<file path="config.mk">
export PLATFORM = sky130hd
export DESIGN_NAME = ac_link_cmd_engine
export DESIGN_NICKNAME = d
export VERILOG_FILES = /design/src/rtl/ac_cmd_pkg.sv /design/src/rtl/ac_reset_seq.sv /design/src/rtl/ac_tx_stage.sv /design/src/rtl/ac_rx_capture.sv /design/src/rtl/ac_read_tracker.sv /design/src/rtl/ac_link_cmd_engine.sv
export SDC_FILE = /design/constraint.sdc
export NUM_CORES = 1
export LEC_CHECK = 0
export BUFFER_PORTS_ARGS = -buffer_cell sky130_fd_sc_hd__clkbuf_2
export CORE_MARGIN = 4
export CORE_UTILIZATION = 40
export DETAILED_ROUTE_END_ITERATION = 12
export GPL_TIMING_DRIVEN = 0
export PLACE_DENSITY = 0.67
export SYNTH_ARGS = -nofsm -noshare
export SYNTH_HDL_FRONTEND = slang
export SYNTH_SLANG_ARGS = --single-unit
</file>
<file path="constraint.sdc">
create_clock -name clk -period 4.3 [get_ports clk]
set_input_delay 0.43 -clock clk [delete_from_list [all_inputs] [get_ports clk]]
set_output_delay 0.43 -clock clk [all_outputs]
set_load 0.01 [all_outputs]
</file>
<file path="src/rtl/ac_cmd_pkg.sv">
package ac_cmd_pkg;

    localparam int SLOT_W = 20;
    localparam int ADDR_W = 7;
    localparam int DATA_W = 16;

    typedef logic [SLOT_W-1:0] slot_t;

    typedef struct packed {
        logic              rd;
        logic [ADDR_W-1:0] addr;
    } cmd_t;

    typedef struct packed {
        logic [DATA_W-1:0] data;
        logic              err;
        logic              timeout;
    } rd_result_t;

    typedef enum logic {
        TRK_IDLE,
        TRK_WAIT
    } trk_state_t;

    function automatic slot_t pack_cmd(input cmd_t c);
        return {c.rd, c.addr, {(SLOT_W-ADDR_W-1){1'b0}}};
    endfunction

    function automatic slot_t pack_data(input logic [DATA_W-1:0] d);
        return {d, {(SLOT_W-DATA_W){1'b0}}};
    endfunction

    function automatic logic [ADDR_W-1:0] echo_addr(input slot_t s);
        return s[SLOT_W-2 -: ADDR_W];
    endfunction

    function automatic logic [DATA_W-1:0] status_data(input slot_t s);
        return s[SLOT_W-1 -: DATA_W];
    endfunction

endpackage

</file>
<file path="src/rtl/ac_reset_seq.sv">
module ac_reset_seq #(
    parameter int RESET_CYCLES = 100,
    parameter int WAKE_CYCLES  = 2100
) (
    input  logic clk,
    input  logic rst,
    output logic codec_rst_n,
    output logic link_ready
);
    localparam int TOTAL = RESET_CYCLES + WAKE_CYCLES;
    localparam int CW    = $clog2(TOTAL + 1);

    logic [CW-1:0] cnt;

    always_ff @(posedge clk) begin
        if (rst) begin
            cnt <= '0;
        end else if (cnt != CW'(TOTAL)) begin
            cnt <= cnt + 1'b1;
        end
    end

    assign codec_rst_n = (cnt >= CW'(RESET_CYCLES));
    assign link_ready  = (cnt == CW'(TOTAL));
endmodule

</file>
<file path="src/rtl/ac_tx_stage.sv">
module ac_tx_stage
    import ac_cmd_pkg::*;
(
    input  logic              clk,
    input  logic              rst,
    input  logic              frame_start,
    input  logic              link_ready,
    input  logic              en_cmd,
    input  logic              en_data,
    input  logic              wr_data,
    input  logic [DATA_W-1:0] data_in,
    input  logic              wr_cmd,
    input  cmd_t              cmd_in,
    output slot_t             tx_cmd,
    output slot_t             tx_data,
    output logic              tag_cmd,
    output logic              tag_data,
    output logic              busy_cmd,
    output logic              busy_data,
    output logic              sent_read,
    output logic [ADDR_W-1:0] sent_addr
);
    slot_t pend_cmd, pend_data;
    logic  send_cmd, send_data;

    assign send_cmd  = frame_start && link_ready && busy_cmd && en_cmd;
    assign send_data = send_cmd && busy_data && en_data;
    assign sent_read = send_cmd && pend_cmd[SLOT_W-1];
    assign sent_addr = echo_addr(pend_cmd);

    always_ff @(posedge clk) begin
        if (rst) begin
            pend_cmd  <= '0;
            pend_data <= '0;
            busy_cmd  <= 1'b0;
            busy_data <= 1'b0;
            tx_cmd    <= '0;
            tx_data   <= '0;
            tag_cmd   <= 1'b0;
            tag_data  <= 1'b0;
        end else begin
            if (frame_start) begin
                tx_cmd   <= send_cmd  ? pend_cmd  : '0;
                tx_data  <= send_data ? pend_data : '0;
                tag_cmd  <= send_cmd;
                tag_data <= send_data;
            end
            if (wr_cmd) begin
                pend_cmd <= pack_cmd(cmd_in);
                busy_cmd <= 1'b1;
            end else if (send_cmd) begin
                busy_cmd <= 1'b0;
            end
            if (wr_data) begin
                pend_data <= pack_data(data_in);
                busy_data <= 1'b1;
            end else if (send_data) begin
                busy_data <= 1'b0;
            end
        end
    end
endmodule

</file>
<file path="src/rtl/ac_rx_capture.sv">
module ac_rx_capture
    import ac_cmd_pkg::*;
#(
    parameter int LANES = 2
) (
    input  logic                         clk,
    input  logic                         rst,
    input  logic                         frame_start,
    input  logic                         link_ready,
    input  logic [LANES-1:0][SLOT_W-1:0] rx_in,
    input  logic [LANES-1:0]             rx_tag,
    input  logic [LANES-1:0]             rx_en,
    input  logic [LANES-1:0]             ack,
    output logic [LANES-1:0][SLOT_W-1:0] word,
    output logic [LANES-1:0]             valid
);
    for (genvar i = 0; i < LANES; i++) begin : g_lane
        slot_t q;
        logic  v;
        always_ff @(posedge clk) begin
            if (rst) begin
                q <= '0;
                v <= 1'b0;
            end else if (frame_start && link_ready && rx_tag[i] && rx_en[i]) begin
                q <= rx_in[i];
                v <= 1'b1;
            end else if (ack[i]) begin
                v <= 1'b0;
            end
        end
        assign word[i]  = q;
        assign valid[i] = v;
    end
endmodule

</file>
<file path="src/rtl/ac_read_tracker.sv">
module ac_read_tracker
    import ac_cmd_pkg::*;
#(
    parameter int TIMEOUT_FRAMES = 4
) (
    input  logic              clk,
    input  logic              rst,
    input  logic              frame_start,
    input  logic              link_ready,
    input  logic              start,
    input  logic [ADDR_W-1:0] start_addr,
    input  logic              status_ok,
    input  slot_t             echo_slot,
    input  slot_t             data_slot,
    output logic              busy,
    output logic              done,
    output rd_result_t        result
);
    localparam int CNT_W = $clog2(TIMEOUT_FRAMES + 1);

    trk_state_t        state;
    logic [CNT_W-1:0]  frames;
    logic [ADDR_W-1:0] want;

    always_ff @(posedge clk) begin
        if (rst) begin
            state  <= TRK_IDLE;
            frames <= '0;
            want   <= '0;
            done   <= 1'b0;
            result <= '0;
        end else begin
            done <= 1'b0;
            if (start) begin
                state  <= TRK_WAIT;
                frames <= '0;
                want   <= start_addr;
            end else if (state == TRK_WAIT && frame_start && link_ready) begin
                if (status_ok) begin
                    state <= TRK_IDLE;
                    done  <= 1'b1;
                    if (echo_addr(echo_slot) == want) begin
                        result <= '{data: status_data(data_slot), err: 1'b0, timeout: 1'b0};
                    end else begin
                        result <= '{data: '1, err: 1'b1, timeout: 1'b0};
                    end
                end else if (frames == CNT_W'(TIMEOUT_FRAMES - 1)) begin
                    state  <= TRK_IDLE;
                    done   <= 1'b1;
                    result <= '{data: '1, err: 1'b0, timeout: 1'b1};
                end else begin
                    frames <= frames + 1'b1;
                end
            end
        end
    end

    assign busy = (state == TRK_WAIT);
endmodule

</file>
<file path="src/rtl/ac_link_cmd_engine.sv">
module ac_link_cmd_engine
    import ac_cmd_pkg::*;
#(
    parameter int RESET_CYCLES   = 100,
    parameter int WAKE_CYCLES    = 2100,
    parameter int TIMEOUT_FRAMES = 4
) (
    input  logic        clk,
    input  logic        rst,
    input  logic        host_data_we,
    input  logic [15:0] host_data,
    input  logic        host_cmd_we,
    input  logic        host_cmd_read,
    input  logic [6:0]  host_cmd_addr,
    input  logic        host_rx1_ack,
    input  logic        host_rx2_ack,
    input  logic        en_tx_cmd,
    input  logic        en_tx_data,
    input  logic        en_rx_cmd,
    input  logic        en_rx_data,
    input  logic        frame_start,
    input  logic [19:0] rx_cmd_slot,
    input  logic [19:0] rx_data_slot,
    input  logic        rx_cmd_tag,
    input  logic        rx_data_tag,
    output logic [19:0] tx_cmd_slot,
    output logic [19:0] tx_data_slot,
    output logic        tx_cmd_tag,
    output logic        tx_data_tag,
    output logic        cmd_busy,
    output logic        data_busy,
    output logic [19:0] rx_cmd_word,
    output logic [19:0] rx_data_word,
    output logic        rx_cmd_valid,
    output logic        rx_data_valid,
    output logic        rd_busy,
    output logic        rd_done,
    output logic [15:0] rd_data,
    output logic        rd_err,
    output logic        rd_timeout,
    output logic        codec_rst_n,
    output logic        link_ready
);
    logic              sent_read;
    logic [ADDR_W-1:0] sent_addr;
    logic [1:0][SLOT_W-1:0] cap_word;
    logic [1:0]        cap_valid;
    rd_result_t        res;
    cmd_t              cmd;

    assign cmd = '{rd: host_cmd_read, addr: host_cmd_addr};

    ac_reset_seq #(.RESET_CYCLES(RESET_CYCLES), .WAKE_CYCLES(WAKE_CYCLES)) u_rst (
        .clk(clk), .rst(rst), .codec_rst_n(codec_rst_n), .link_ready(link_ready)
    );

    ac_tx_stage u_tx (
        .clk(clk), .rst(rst), .frame_start(frame_start), .link_ready(link_ready),
        .en_cmd(en_tx_cmd), .en_data(en_tx_data),
        .wr_data(host_data_we), .data_in(host_data),
        .wr_cmd(host_cmd_we), .cmd_in(cmd),
        .tx_cmd(tx_cmd_slot), .tx_data(tx_data_slot),
        .tag_cmd(tx_cmd_tag), .tag_data(tx_data_tag),
        .busy_cmd(cmd_busy), .busy_data(data_busy),
        .sent_read(sent_read), .sent_addr(sent_addr)
    );

    ac_rx_capture #(.LANES(2)) u_rx (
        .clk(clk), .rst(rst), .frame_start(frame_start), .link_ready(link_ready),
        .rx_in({rx_data_slot, rx_cmd_slot}),
        .rx_tag({rx_data_tag, rx_cmd_tag}),
        .rx_en({en_rx_data, en_rx_cmd}),
        .ack({host_rx2_ack, host_rx1_ack}),
        .word(cap_word), .valid(cap_valid)
    );

    assign rx_cmd_word   = cap_word[0];
    assign rx_data_word  = cap_word[1];
    assign rx_cmd_valid  = cap_valid[0];
    assign rx_data_valid = cap_valid[1];

    ac_read_tracker #(.TIMEOUT_FRAMES(TIMEOUT_FRAMES)) u_trk (
        .clk(clk), .rst(rst), .frame_start(frame_start), .link_ready(link_ready),
        .start(sent_read), .start_addr(sent_addr),
        .status_ok(rx_cmd_tag && rx_data_tag && en_rx_cmd && en_rx_data),
        .echo_slot(rx_cmd_slot), .data_slot(rx_data_slot),
        .busy(rd_busy), .done(rd_done), .result(res)
    );

    assign rd_data    = res.data;
    assign rd_err     = res.err;
    assign rd_timeout = res.timeout;
endmodule

</file>
[Yosys cells after proc, flatten, opt, wreduce, memory -nomap -nowiden]
Cells that the tools add are included.
W data, S select, Z words.
Cells by class
  add/subtract/negate cells: 2
  $lt $le $gt $ge: 1
  equal/unequal tests: 4
  muxes and demuxes: 19
  bitwise operators: 4
  reductions and logical operators: 27
Operators by type and width (number)
  $mux W18: 3
  $mux W20: 2
  $logic_and A1 B1 Y1: 15
  $mux W1: 14
  $add A12 B1 Y12 const B: 1
  $eq A12 B12 Y1 const B: 1
  $ge A12 B7 Y1 const B: 1
  $ne A12 B12 Y1 const B: 1
  $reduce_bool A2 Y1: 6
  $eq A7 B7 Y1: 1
  $reduce_and A3 Y1: 2
  $not A1 Y1: 4
  $add A3 B1 Y3 const B: 1
  $eq A3 B2 Y1 const B: 1
  $reduce_bool A3 Y1: 1
  $reduce_or A3 Y1: 1
  $reduce_and A2 Y1: 1
  $reduce_or A2 Y1: 1
Storage, ports and cells
  register bits after elaboration: 152
  output and inout port bits: 108
  word-level logic and storage cells: 77

[Logic depth before layout (Yosys ltp)]
Gate-level depths: netlist of the first run.
  depth after elaboration: 8
  gate-level depth with buffers: 10

[Cells and area by module]
A second synthesis of the first run with hierarchy kept.
Unflattened totals
  cells, all modules: 549
  area total of the unflattened synthesis: 5863.1 µm²
By module, submodules not included
  ac_tx_stage: instances 1, cells an instance 193, area each 2104.5 µm², seq. area each 1041.0 µm²
  ac_rx_capture: instances 1, cells an instance 185, area each 1944.4 µm², seq. area each 840.8 µm²
  ac_read_tracker: instances 1, cells an instance 100, area each 1196.1 µm², seq. area each 600.6 µm²
  ac_reset_seq: instances 1, cells an instance 70, area each 609.3 µm², seq. area each 240.2 µm²
  ac_link_cmd_engine: instances 1, cells an instance 1, area each 8.8 µm², seq. area each 0.0 µm²

[Worst setup path before layout of the first run]
Ideal clock, no wire load.
  path type: register to register
  start: reg u_rst.cnt[2]
  end: reg u_trk.result[10] in the netlist's numbering
  data arrival time: 2.118 ns
  required time: 4.185 ns
  setup slack: 2.067 ns
  cell stages (with the launch flop): 8
  buffers on the path: 2
  cells stage by stage: dfxtp_1 > or4b_4 > or3_1 > buf_6 > nor3b_2 > nand3_2 > buf_2 > o21a_1
Between the ends
  word-level cells in the longest chain between the ends: 7
  elaborated cells on any way between the ends: 8
  those cells by class: 1 x eq/ne; 1 x bitwise; 6 x reduce/logical
Ends and longest elaborated chain
  from (decl): RTL line ac_reset_seq.sv:13  | logic [CW-1:0] cnt;
  from (signal assigned): RTL line ac_reset_seq.sv:19  | cnt <= cnt + 1'b1;
  $eq A12 B12 Y1 (*): RTL line ac_reset_seq.sv:24  | assign link_ready = (cnt == CW'(TOTAL));
  $logic_and A1 B1 Y1 (3 in series): RTL line ac_tx_stage.sv:26  | assign send_cmd = frame_start && link_ready && busy_cmd && en_cmd;
  $logic_and A1 B1 Y1: RTL line ac_tx_stage.sv:28  | assign sent_read = send_cmd && pend_cmd[SLOT_W-1];
  $not A1 Y1 (no line)
  $reduce_and A3 Y1 (no line) (*)
  to (signal assigned): RTL line ac_read_tracker.sv:43  | result <= '{data: status_data(data_slot), err: 1'b0, timeout: 1'b0};
  to (signal assigned): RTL line ac_read_tracker.sv:45  | result <= '{data: '1, err: 1'b1, timeout: 1'b0};
  to (signal assigned): RTL line ac_read_tracker.sv:50  | result <= '{data: '1, err: 1'b0, timeout: 1'b1};
  to (decl): RTL line ac_read_tracker.sv:17  | output rd_result_t result
Every way passes the cells marked *; elsewhere a longest branch is shown, timed or not.
A chain may end at the register's enable or synchronous reset.

[Worst setup path in the final report of the first run]
  start: reg u_rst.cnt[2]
  end: out link_ready
Between the ends
  word-level cells in the longest chain between the ends: 1
Ends and longest elaborated chain
  $eq A12 B12 Y1: RTL line ac_reset_seq.sv:24
  to (decl): RTL line ac_link_cmd_engine.sv:42  | output logic link_ready
No other way between the ends.

==> results.py, run 1 <==
metrics = {
    "synth": {
        "synth_seq_cells": 136,
        "post_synth_instance_area_um2": 5110,
        "yosys_warnings": 0,
        "synth_cells": 562,
        "synth_area_per_cell_um2": 9.092,
        "synth_cell_type_count": 39,
        "synth-seq-area-share_pct": 53.28,
    },
    "critical_path": {
        "setup.worst_path.end_class": "output pin",
        "ff2ff_path_depth": 6,
        "critPathRequiredTime_ns": 3.87,
        "max_fanout_on_critical_path": 7,
        "worstPathArrival_ns": 2.17,
        "start_kind": "flop",
        "path_class": "flop to output pin",
    },
    "final_layout": {
        "drive_above_1_share_pct": 28.90,
        "insertedDiodeCount": 0,
        "most_common_library_cell_in_the_layout_ignoring_fill_and_taps": "sky130_fd_sc_hd__clkbuf_2",
        "design_area_um2": 6863,
        "area_delta_synth_final_pct": 34.30,
        "mostFrequentLayoutCells": "sky130_fd_sc_hd__clkbuf_2 (166), sky130_fd_sc_hd__dfxtp_1 (136), sky130_fd_sc_hd__nand2_1 (92), sky130_fd_sc_hd__a21oi_1 (68), sky130_fd_sc_hd__nor2_1 (54)",
        "final_nets": 843,
        "n_fill_cell": 1187,
        "final_standard_cell_count_with_taps_included_and_fillers_excluded": 947,
    },
    "power": {
        "comb_power_share_pct": 4.4,
        "clockPowerShare_pct": 52.3,
        "p_leak_nw": 3.000,
        "power.density_cell_area_nw_per_um2": 434.3,
        "intPower_mw": 2.371,
        "p_switching_uw": 609.9,
        "max-vdd-ir-drop_mv": 0.2293,
        "total_power_mw": 2.980,
        "p_seq_share_pct": 43.3,
        "swShare_pct": 20.46,
    },
    "hold_path": {
        "hold_depth": 3,
        "hold_path.class": "input pin to flop",
    },
    "global_route": {
        "first_global_vias": 4429,
        "met3_usage_pct": 7.366,
        "globalRouteTotalUtil_pct": 18.83,
        "grt_util_met1_pct": 22.22,
        "grt_first_pass_wirelength_um": 21770,
        "grt_remaining_overflow": 0,
        "grt_max_degree": 17,
        "groute.layer.met2.usage_pct": 31.43,
        "busiest_layer": "met2",
        "initial_antenna_violation_count": 0,
    },
    "route": {
        "drt-vias-per-instance": 4.791,
        "length_of_the_first_detailed_routing_pass_in_iterations": 4,
        "drc": 0,
        "wire_per_inst_um": 14.44,
        "detailedRoute.firstIterationViolations": 222,
        "finalWirelength_um": 13680,
        "drtAntennaViolNets": 0,
        "dr_total_vias": 4537,
    },
    "placement": {
        "dpl.cell_count": 915,
        "place.port_buffers": 166,
        "gp_routability_congestion": 0.8410,
        "postPlaceCellArea_um2": 6212,
        "detailedPlacementHpwl_um": 10600,
    },
    "clock_network": {
        "tritoncts": "yes",
        "post_cts.repair.setup_buffers": 0,
        "hold_fix_buffer_count_after_cts": 0,
        "cts_buffer_depth": 2,
        "clk_pin_slew_ns": 0.05,
        "ctsResizeCount": 0,
        "later_pin_clock_latency_in_the_skew_report_ns": 0.41,
        "clk_root_buffer_cell": "sky130_fd_sc_hd__clkbuf_16",
        "htreeDepth": 4,
        "num_clock_sinks": 136,
        "numCtsBuffers": 17,
    },
    "sta": {
        "tns_setup_ns": 0,
        "timing.final.crit_period_ns": 2.600,
        "finalHoldWorstSlack_ns": 0.2471,
        "worst-slew-pin-transition_ns": 0.7338,
        "finalHoldViolCount": 0,
        "timing.slew.headroom_pct": 50.63,
        "maxClockFrequency_mhz": 384.5,
        "finalCritPeriodShare_pct": 60.48,
        "finalClockSkew_ns": 0.007453,
        "final-max-slew-violation-count": 0,
        "rsz0062_at_grt": "false",
        "report.final.setup_viol": 0,
    },
    "flow_run": {
        "max_cap_violations": 0,
    },
    "run_status": {
        "outcome": "finished, final reports clean",
    },
    "floorplan": {
        "die_outline_width_um": 121.0,
        "ios": 185,
        "fp.coreArea_um2": 12570,
        "initial_core_util_pct": 40.66,
        "chip_height_um": 121.0,
        "design.die.area_um2": 14650,
        "num_rows": 41,
    },
}
## worst paths after layout
| kind | slack [ns] | from | end |
|---|---|---|---|
| min reg2reg | 0.45 | u_trk.result[1] | u_trk.result[1] |
| max reg2reg | 1.72 | u_rst.cnt[2] | u_rx.g_lane[1].q[11] |
| min | 0.25 | rx_cmd_slot[11] | u_rx.g_lane[0].q[11] |
| max | 1.70 | u_rst.cnt[2] | link_ready |
## layout make-up
cell class                 count  area [um^2]  area share, %
multi-input combinational    372         2113          30.79
clock inverter                10        166.4          2.425
sequential                   136         2723          39.67
buffer                        48        251.5          3.665
clock buffer                  22        484.2          7.056
timing repair buffer         166        830.8          12.11
inverter                      21        78.83          1.149
tap                          172        215.2          3.136
## power groups by stage
| stage | Sequential, mW | Clock (mW) | Combinational [mW] |
|---|---|---|---|
| 2_1_floorplan | 1.31 | 0 | 0.0704 |
| 3_3_place_gp | 1.32 | 0 | 0.128 |
| 3_5_place_dp | 1.32 | 0 | 0.132 |
| 4_1_cts | 1.29 | 1.59 | 0.133 |
| 5_1_grt | 1.29 | 1.65 | 0.148 |
| 6_report | 1.29 | 1.56 | 0.132 |
## kinds of logic (layout without fill, tap and decap cells)
| group | Yosys count | in the layout | share of synthesized area [%] |
|---|---|---|---|
| fa+ha+maj | 4 | 4 | 0.9795 |
| other cells | 1 | 16 | 0.07339 |
| simple gates | 192 | 192 | 16.60 |
| mux | 33 | 33 | 6.562 |
| compound gates | 110 | 110 | 13.12 |
| xor+xnor | 17 | 17 | 2.914 |
| flops | 136 | 136 | 53.28 |
| buf+inv | 69 | 267 | 6.464 |
## cell usage after synthesis (all sizes together)
cell type	instances	area share, %
nor2	54	4.0
clkinv	1	0.073
mux2	1	0.29
clkbuf	27	2.0
nand3b	1	0.15
nand4	5	0.61
mux2i	32	6.3
dfxtp	136	53
conb	1	0.073
nor3	10	1.1
xor2	9	1.5
nor4	4	0.49
or3	5	0.71
nor2b	1	0.12
and4	1	0.17
inv	20	1.5
or2b	1	0.15
or4b	1	0.27
nand3	8	0.88
ha	4	0.98
nand2	92	6.8
and3	5	0.64
a22oi	7	1.0
o21a	16	2.4
nand2b	3	0.37
buf	21	2.9
a22o	16	2.7
xnor2	8	1.4
a211oi	1	0.15
o21ai	2	0.20
a21oi	68	6.7
nor3b	1	0.24
## sequential cells by signal, indices dropped and copies added, names as in the netlist
register and cells:
u_rx.g_lane.q 40, u_tx.pend_cmd 8, u_tx.busy_cmd 1, u_tx.tag_cmd 1, u_trk.busy 1, u_trk.frames 3, u_trk.want 7, u_tx.pend_data 16
u_tx.tx_data 16, u_trk.done 1, u_trk.result 18, u_rst.cnt 12, u_tx.tx_cmd 8, u_rx.g_lane.v 2, u_tx.tag_data 1, u_tx.busy_data 1
## worst max-delay path, stage by stage (launching register included)
cell and delay, ns:
sky130_fd_sc_hd__dfxtp_1 0.36, sky130_fd_sc_hd__or4b_4 0.58, sky130_fd_sc_hd__or3_1 0.38, sky130_fd_sc_hd__buf_6 0.14, sky130_fd_sc_hd__clkinv_1 0.13, sky130_fd_sc_hd__clkbuf_2 0.17
## through the flow
step	setup slack, ns	util (%)
final	1.700	54.60
after detailed placement	1.772	49.43
after global routing	1.484	54.60
after global placement	1.820	49.43
after CTS	1.664	54.60
after floorplan	2.067	-
## per-layer routing
layer  vias to the layer above  part of all wire (%)
li1                       2254                     -
met1                      2093                    42
met2                       175                    46
met3                        15                    10
met4                         0                   1.1
met5                         -                     0
No activity file was read; power rests on OpenSTA's default activity.
==> inputs of run 2 (changes only) <==
==> constraint.sdc (replaced) <==
create_clock -name clk -period 2.7 [get_ports clk]
set_input_delay 0.27 -clock clk [delete_from_list [all_inputs] [get_ports clk]]
set_output_delay 0.27 -clock clk [all_outputs]
set_load 0.01 [all_outputs]
==> run 2 against run 1 <==
Net effect: non-clock buffer count unchanged; die area unchanged; sequential power increased by 59%; clock skew about the same; sequential share of layout area about the same; wire length about the same.
==> results.py, run 2 (same netlist as run 1, synthesis figures left out) <==
metrics = {
    "power": {
        "swShare_pct": 20.44,
        "intPower_mw": 3.775,
        "power.density_cell_area_nw_per_um2": 690.8,
        "p_seq_share_pct": 43.3,
        "clockPowerShare_pct": 52.3,
        "p_switching_uw": 969.9,
        "comb_power_share_pct": 4.4,
        "p_leak_nw": 3.000,
        "max-vdd-ir-drop_mv": 0.3655,
    },
    "sta": {
        "final-max-slew-violation-count": 0,
        "report.final.setup_viol": 0,
        "timing.slew.headroom_pct": 53.82,
        "tns_setup_ns": 0,
        "maxClockFrequency_mhz": 399.2,
        "rsz0062_at_grt": "false",
        "finalCritPeriodShare_pct": 92.79,
        "finalClockSkew_ns": 0.007429,
        "worst-slew-pin-transition_ns": 0.6927,
        "timing.final.crit_period_ns": 2.505,
        "finalHoldViolCount": 0,
        "layout_setup_ws_ns": 0.1948,
    },
    "hold_path": {
        "hold_path.class": "input pin to flop",
    },
    "critical_path": {
        "critPathRequiredTime_ns": 3.00,
        "setup.worst_path.end_class": "flop",
        "worstPathArrival_ns": 2.81,
        "path_class": "flop to flop",
        "start_kind": "flop",
        "max_fanout_on_critical_path": 10,
    },
    "route": {
        "finalWirelength_um": 13680,
        "drt-vias-per-instance": 4.786,
        "wl_met1_um": 5736,
        "length_of_the_first_detailed_routing_pass_in_iterations": 4,
        "drtAntennaViolNets": 0,
        "dr_total_vias": 4532,
        "detailed_routed_wire_length_on_met2_um": 6384,
        "drc": 0,
        "detailedRoute.firstIterationViolations": 282,
        "met3RoutedLength_um": 1400,
        "wire_per_inst_um": 14.45,
        "highest_layer": "met4",
    },
    "placement": {
        "gp_routability_congestion": 0.8410,
        "place.port_buffers": 166,
        "detailedPlacementHpwl_um": 10600,
        "worst_setup_slack_post_dpl_ns": 0.1718,
    },
    "final_layout": {
        "mostFrequentLayoutCells": "sky130_fd_sc_hd__clkbuf_2 (166), sky130_fd_sc_hd__dfxtp_1 (136), sky130_fd_sc_hd__nand2_1 (92), sky130_fd_sc_hd__a21oi_1 (68), sky130_fd_sc_hd__nor2_1 (54)",
        "insertedDiodeCount": 0,
        "largest_register_ff_count": 40,
        "drive_above_1_share_pct": 29.03,
        "area_delta_synth_final_pct": 34.43,
        "most_common_library_cell_in_the_layout_ignoring_fill_and_taps": "sky130_fd_sc_hd__clkbuf_2",
        "final_nets": 843,
        "largest-register": "u_rx.g_lane.q",
        "top_regs": "u_rx.g_lane.q x40, u_trk.result x18",
    },
    "floorplan": {
        "design.die.area_um2": 14650,
        "initial_core_util_pct": 40.66,
        "num_rows": 41,
        "chip_height_um": 121.0,
        "die_outline_width_um": 121.0,
        "ios": 185,
        "fp.coreArea_um2": 12570,
    },
    "global_route": {
        "grt_first_pass_wirelength_um": 21770,
        "grt_remaining_overflow": 0,
        "initial_antenna_violation_count": 0,
        "globalRouteTotalUtil_pct": 18.83,
        "grt_max_degree": 17,
        "first_global_vias": 4429,
    },
    "clock_network": {
        "clk_root_buffer_cell": "sky130_fd_sc_hd__clkbuf_16",
        "ctsResizeCount": 0,
        "numCtsBuffers": 17,
        "hold_fix_buffer_count_after_cts": 0,
        "later_pin_clock_latency_in_the_skew_report_ns": 0.41,
        "tritoncts": "yes",
        "post_cts.repair.setup_buffers": 0,
        "cts_buffer_depth": 2,
        "htreeDepth": 4,
        "clk_pin_slew_ns": 0.05,
        "num_clock_sinks": 136,
    },
    "flow_run": {
        "max_cap_violations": 0,
    },
    "run_status": {
        "outcome": "finished, final reports clean",
    },
}
==> run 2: cell counts in the layout (fill, tap and decap cells not counted) <==
Identical to the previous run, type by type.
==> run 2: per-stage QoR <==
stage / util, % / total power [mW] / hold WS [ns] / std cells / instance area (um^2)
3_5_place_dp: 49.43 / 2.307 / 0.4464 / 915 / 6212
5_1_grt: 54.65 / 4.925 / 0.06901 / 947 / 6869
4_1_cts: 54.60 / 4.795 / 0.06606 / 947 / 6863
2_1_floorplan: - / 2.205 / 0.3939 / 577 / 5166
3_3_place_gp: 49.43 / 2.299 / 0.4374 / 915 / 6212
6_report: 54.65 / 4.745 / 0.08532 / 947 / 6869
==> run 2: power by group through the flow <==
stage,clock network [mW],registers (mW),logic (mW)
finish,2.48,2.05,0.211
global route,2.63,2.06,0.235
CTS,2.53,2.05,0.212
detailed placement,0,2.10,0.210
global placement,0,2.10,0.204
floorplan,0,2.09,0.112
==> run 2: worst paths after layout <==
path | start | to | slack (ns) | cells after the start
min reg2reg | u_trk.result[1] | u_trk.result[1] | 0.45 | 2
min | rx_cmd_slot[11] | u_rx.g_lane[0].q[11] | 0.09 | 3
max | u_rst.cnt[2] | u_trk.result[13] | 0.19 | 7
max reg2reg | u_rst.cnt[2] | u_trk.result[13] | 0.19 | 7
==> run 2: final cells by class <==
class	instances	area (um^2)
inverter	21	78.83
tap	172	215.2
fill	1187	5699
clock buffer	22	484.2
buffer	48	251.5
multi-input combinational	372	2120
clock inverter	10	166.4
sequential	136	2723
timing repair buffer	166	830.8
==> run 2: layer usage <==
metal,global-route usage [%],vias up
met5,0,-
met4,6.020,0
met3,7.366,16
met2,31.43,178
met1,22.22,2084
li1,-,2254
==> run 2: worst max-delay path, cell delays in order (launching register included) <==
cell	delay, ns
sky130_fd_sc_hd__dfxtp_1	0.36
sky130_fd_sc_hd__or4b_4	0.59
sky130_fd_sc_hd__or3_1	0.38
sky130_fd_sc_hd__buf_6	0.14
sky130_fd_sc_hd__nor3b_2	0.27
sky130_fd_sc_hd__nand3_2	0.21
sky130_fd_sc_hd__buf_2	0.25
sky130_fd_sc_hd__o21a_1	0.18
==> inputs of run 3 (changes only) <==
--- a/config.mk
+++ b/config.mk
@@ -7,10 +7,11 @@
 export LEC_CHECK = 0
 export BUFFER_PORTS_ARGS = -buffer_cell sky130_fd_sc_hd__clkbuf_2
 export CORE_MARGIN = 4
-export CORE_UTILIZATION = 40
+export CORE_UTILIZATION = 30
 export DETAILED_ROUTE_END_ITERATION = 12
+export GPL_ROUTABILITY_DRIVEN = 0
 export GPL_TIMING_DRIVEN = 0
-export PLACE_DENSITY = 0.67
+export PLACE_DENSITY = 0.53
 export SYNTH_ARGS = -nofsm -noshare
 export SYNTH_HDL_FRONTEND = slang
 export SYNTH_SLANG_ARGS = --single-unit
==> run 3 against run 2 <==
Net effect: clock power is 5% lower; combinational power hardly changed; core utilization is 13 points lower; power is 2.7% lower; sequential power hardly changed; count of clock-buffer cells in the layout is 2 lower; first-iteration DRC count is 55% lower; worst setup slack worse by 0.043 ns; register-to-register slack worse by 0.04 ns; critical endpoint is now u_trk.result[8]; wire length is 4.1% higher.
==> results.py, run 3 (same netlist as run 1, synthesis figures left out) <==
metrics = {
    "run_status": {
        "outcome": "finished, final reports clean",
    },
    "final_layout": {
        "final_nets": 843,
        "drive_above_1_share_pct": 29.16,
        "largest_register_ff_count": 40,
        "final_core_utilization_pct": 41.39,
        "area_delta_synth_final_pct": 34.79,
        "n_fill_cell": 1729,
        "most_common_library_cell_in_the_layout_ignoring_fill_and_taps": "sky130_fd_sc_hd__clkbuf_2",
        "insertedDiodeCount": 0,
        "top_regs": "u_rx.g_lane.q x40, u_trk.result x18",
        "sequential_cell_area_um2": 2723,
        "mostFrequentLayoutCells": "sky130_fd_sc_hd__clkbuf_2 (166), sky130_fd_sc_hd__dfxtp_1 (136), sky130_fd_sc_hd__nand2_1 (92), sky130_fd_sc_hd__a21oi_1 (68), sky130_fd_sc_hd__nor2_1 (53)",
        "area_occupied_by_multi_input_gates_um2": 2122,
        "largest-register": "u_rx.g_lane.q",
    },
    "critical_path": {
        "setup.worst_path.end_class": "flop",
        "ff2ff_path_depth": 7,
        "reg2reg_to": "u_trk.result[8]",
        "reg2reg_from": "u_rst.cnt[2]",
        "max_fanout_on_critical_path": 10,
        "start_kind": "flop",
        "worst_case_register_to_register_setup_slack_ns": 0.15,
        "worstPathArrival_ns": 2.85,
        "critPathRequiredTime_ns": 3.01,
        "path_class": "flop to flop",
    },
    "sta": {
        "finalClockSkew_ns": 0.006666,
        "finalHoldViolCount": 0,
        "finalCritPeriodShare_pct": 94.39,
        "finalHoldWorstSlack_ns": 0.07611,
        "report.final.setup_viol": 0,
        "tns_setup_ns": 0,
        "final-max-slew-violation-count": 0,
        "maxClockFrequency_mhz": 392.4,
        "rsz0062_at_grt": "false",
        "worst-slew-pin-transition_ns": 0.7025,
        "timing.final.crit_period_ns": 2.549,
        "layout_setup_ws_ns": 0.1514,
        "timing.slew.headroom_pct": 53.17,
    },
    "clock_network": {
        "clk_root_buffer_cell": "sky130_fd_sc_hd__clkbuf_16",
        "later_pin_clock_latency_in_the_skew_report_ns": 0.41,
        "htreeDepth": 4,
        "numCtsBuffers": 17,
        "num_clock_sinks": 136,
        "clk_pin_slew_ns": 0.06,
        "tritoncts": "yes",
        "hold_fix_buffer_count_after_cts": 0,
        "post_cts.repair.setup_buffers": 0,
        "cts_buffer_depth": 2,
        "ctsResizeCount": 0,
    },
    "placement": {
        "place.port_buffers": 166,
        "worst_setup_slack_post_dpl_ns": 0.1699,
        "detailedPlacementHpwl_um": 10530,
    },
    "route": {
        "wire_per_inst_um": 14.31,
        "drt-vias-per-instance": 4.403,
        "detailedRoute.firstIterationViolations": 127,
        "dr_total_vias": 4381,
        "drtAntennaViolNets": 0,
        "length_of_the_first_detailed_routing_pass_in_iterations": 7,
        "finalWirelength_um": 14240,
        "drc": 0,
    },
    "power": {
        "max-vdd-ir-drop_mv": 0.4599,
        "power.density_cell_area_nw_per_um2": 670.4,
        "p_leak_nw": 2.979,
    },
    "global_route": {
        "initial_antenna_violation_count": 0,
        "grt_first_pass_wirelength_um": 22870,
        "grt_remaining_overflow": 0,
        "globalRouteTotalUtil_pct": 14.84,
        "grt_max_degree": 17,
        "first_global_vias": 4221,
    },
    "floorplan": {
        "fp.coreArea_um2": 16640,
        "design.die.area_um2": 19190,
        "ios": 185,
        "initial_core_util_pct": 30.70,
        "num_rows": 47,
        "die_outline_width_um": 138.5,
        "chip_height_um": 138.5,
    },
    "hold_path": {
        "hold_depth": 3,
        "hold_path.class": "input pin to flop",
        "min_delay_worst_endpoint": "u_rx.g_lane[0].q[11]",
        "min-delay-start": "rx_cmd_slot[11]",
    },
    "flow_run": {
        "max_cap_violations": 0,
    },
}
[run 3: cell types whose count changed in the layout (fill, tap and decap cells not counted)]
cell / previous run / this run
sky130_fd_sc_hd__bufinv_16: 4 / 3
sky130_fd_sc_hd__clkbuf_8: 4 / 2
sky130_fd_sc_hd__clkinv_2: 1 / 4
sky130_fd_sc_hd__clkinv_4: 3 / 2
sky130_fd_sc_hd__clkinvlp_4: 2 / 3
sky130_fd_sc_hd__nor2_1: 54 / 53
sky130_fd_sc_hd__nor2_2: 0 / 1
[run 3: how the worst max path moves through the flow]
stage	endpoint	slack [ns]	cells after the start	startpoint
floorplan	u_trk.result[10]	0.47	7	u_rst.cnt[2]
global placement	u_rx.g_lane[0].q[1]	0.15	6	u_rst.cnt[2]
detailed placement	u_rx.g_lane[0].q[17]	0.17	6	u_rst.cnt[2]
CTS	u_rx.g_lane[0].q[17]	0.14	6	u_rst.cnt[2]
global route	u_trk.result[14]	0.02	7	u_rst.cnt[2]
finish	u_trk.result[8]	0.15	7	u_rst.cnt[2]
[run 3: per-stage QoR]
stage          instance area (um^2)  total power, mW  instances
3_5_place_dp                   6272            2.307        963
4_1_cts                        6879            4.682        995
5_1_grt                        6888            4.805        995
6_report                       6888            4.618        995
3_3_place_gp                   6272            2.308        963
2_1_floorplan                  5166            2.205        577
[run 3: layout make-up]
class,count,area share (%)
inverters,21,1.144
clock buffers,20,6.630
plain buffers,48,3.651
flip-flops and latches,136,39.53
repair buffers,166,12.06
multi-input cells,372,30.81
well taps,220,3.996
clock inverters,12,2.180
[run 3: critical path: stages (launching register included)]
cell and delay [ns]:
sky130_fd_sc_hd__dfxtp_1 0.36, sky130_fd_sc_hd__or4b_4 0.59, sky130_fd_sc_hd__or3_1 0.37, sky130_fd_sc_hd__buf_6 0.14, sky130_fd_sc_hd__nor3b_2 0.27, sky130_fd_sc_hd__nand3_2 0.23
sky130_fd_sc_hd__buf_2 0.28, sky130_fd_sc_hd__o21a_1 0.19
[run 3: report_power, final]
group	switching [mW]	total (mW)	internal, mW
Sequential	0.0193	2.05	2.03
Clock	0.859	2.35	1.50
Combinational	0.115	0.209	0.0936
Total	0.994	4.62	3.62
[run 3: layer usage]
layer	up-vias	global-route usage [%]	routed length, um
li1	2254	-	-
met1	1944	19.98	6714
met2	178	21.35	6004
met3	5	7.528	1449
met4	0	3.276	72
met5	-	0	0
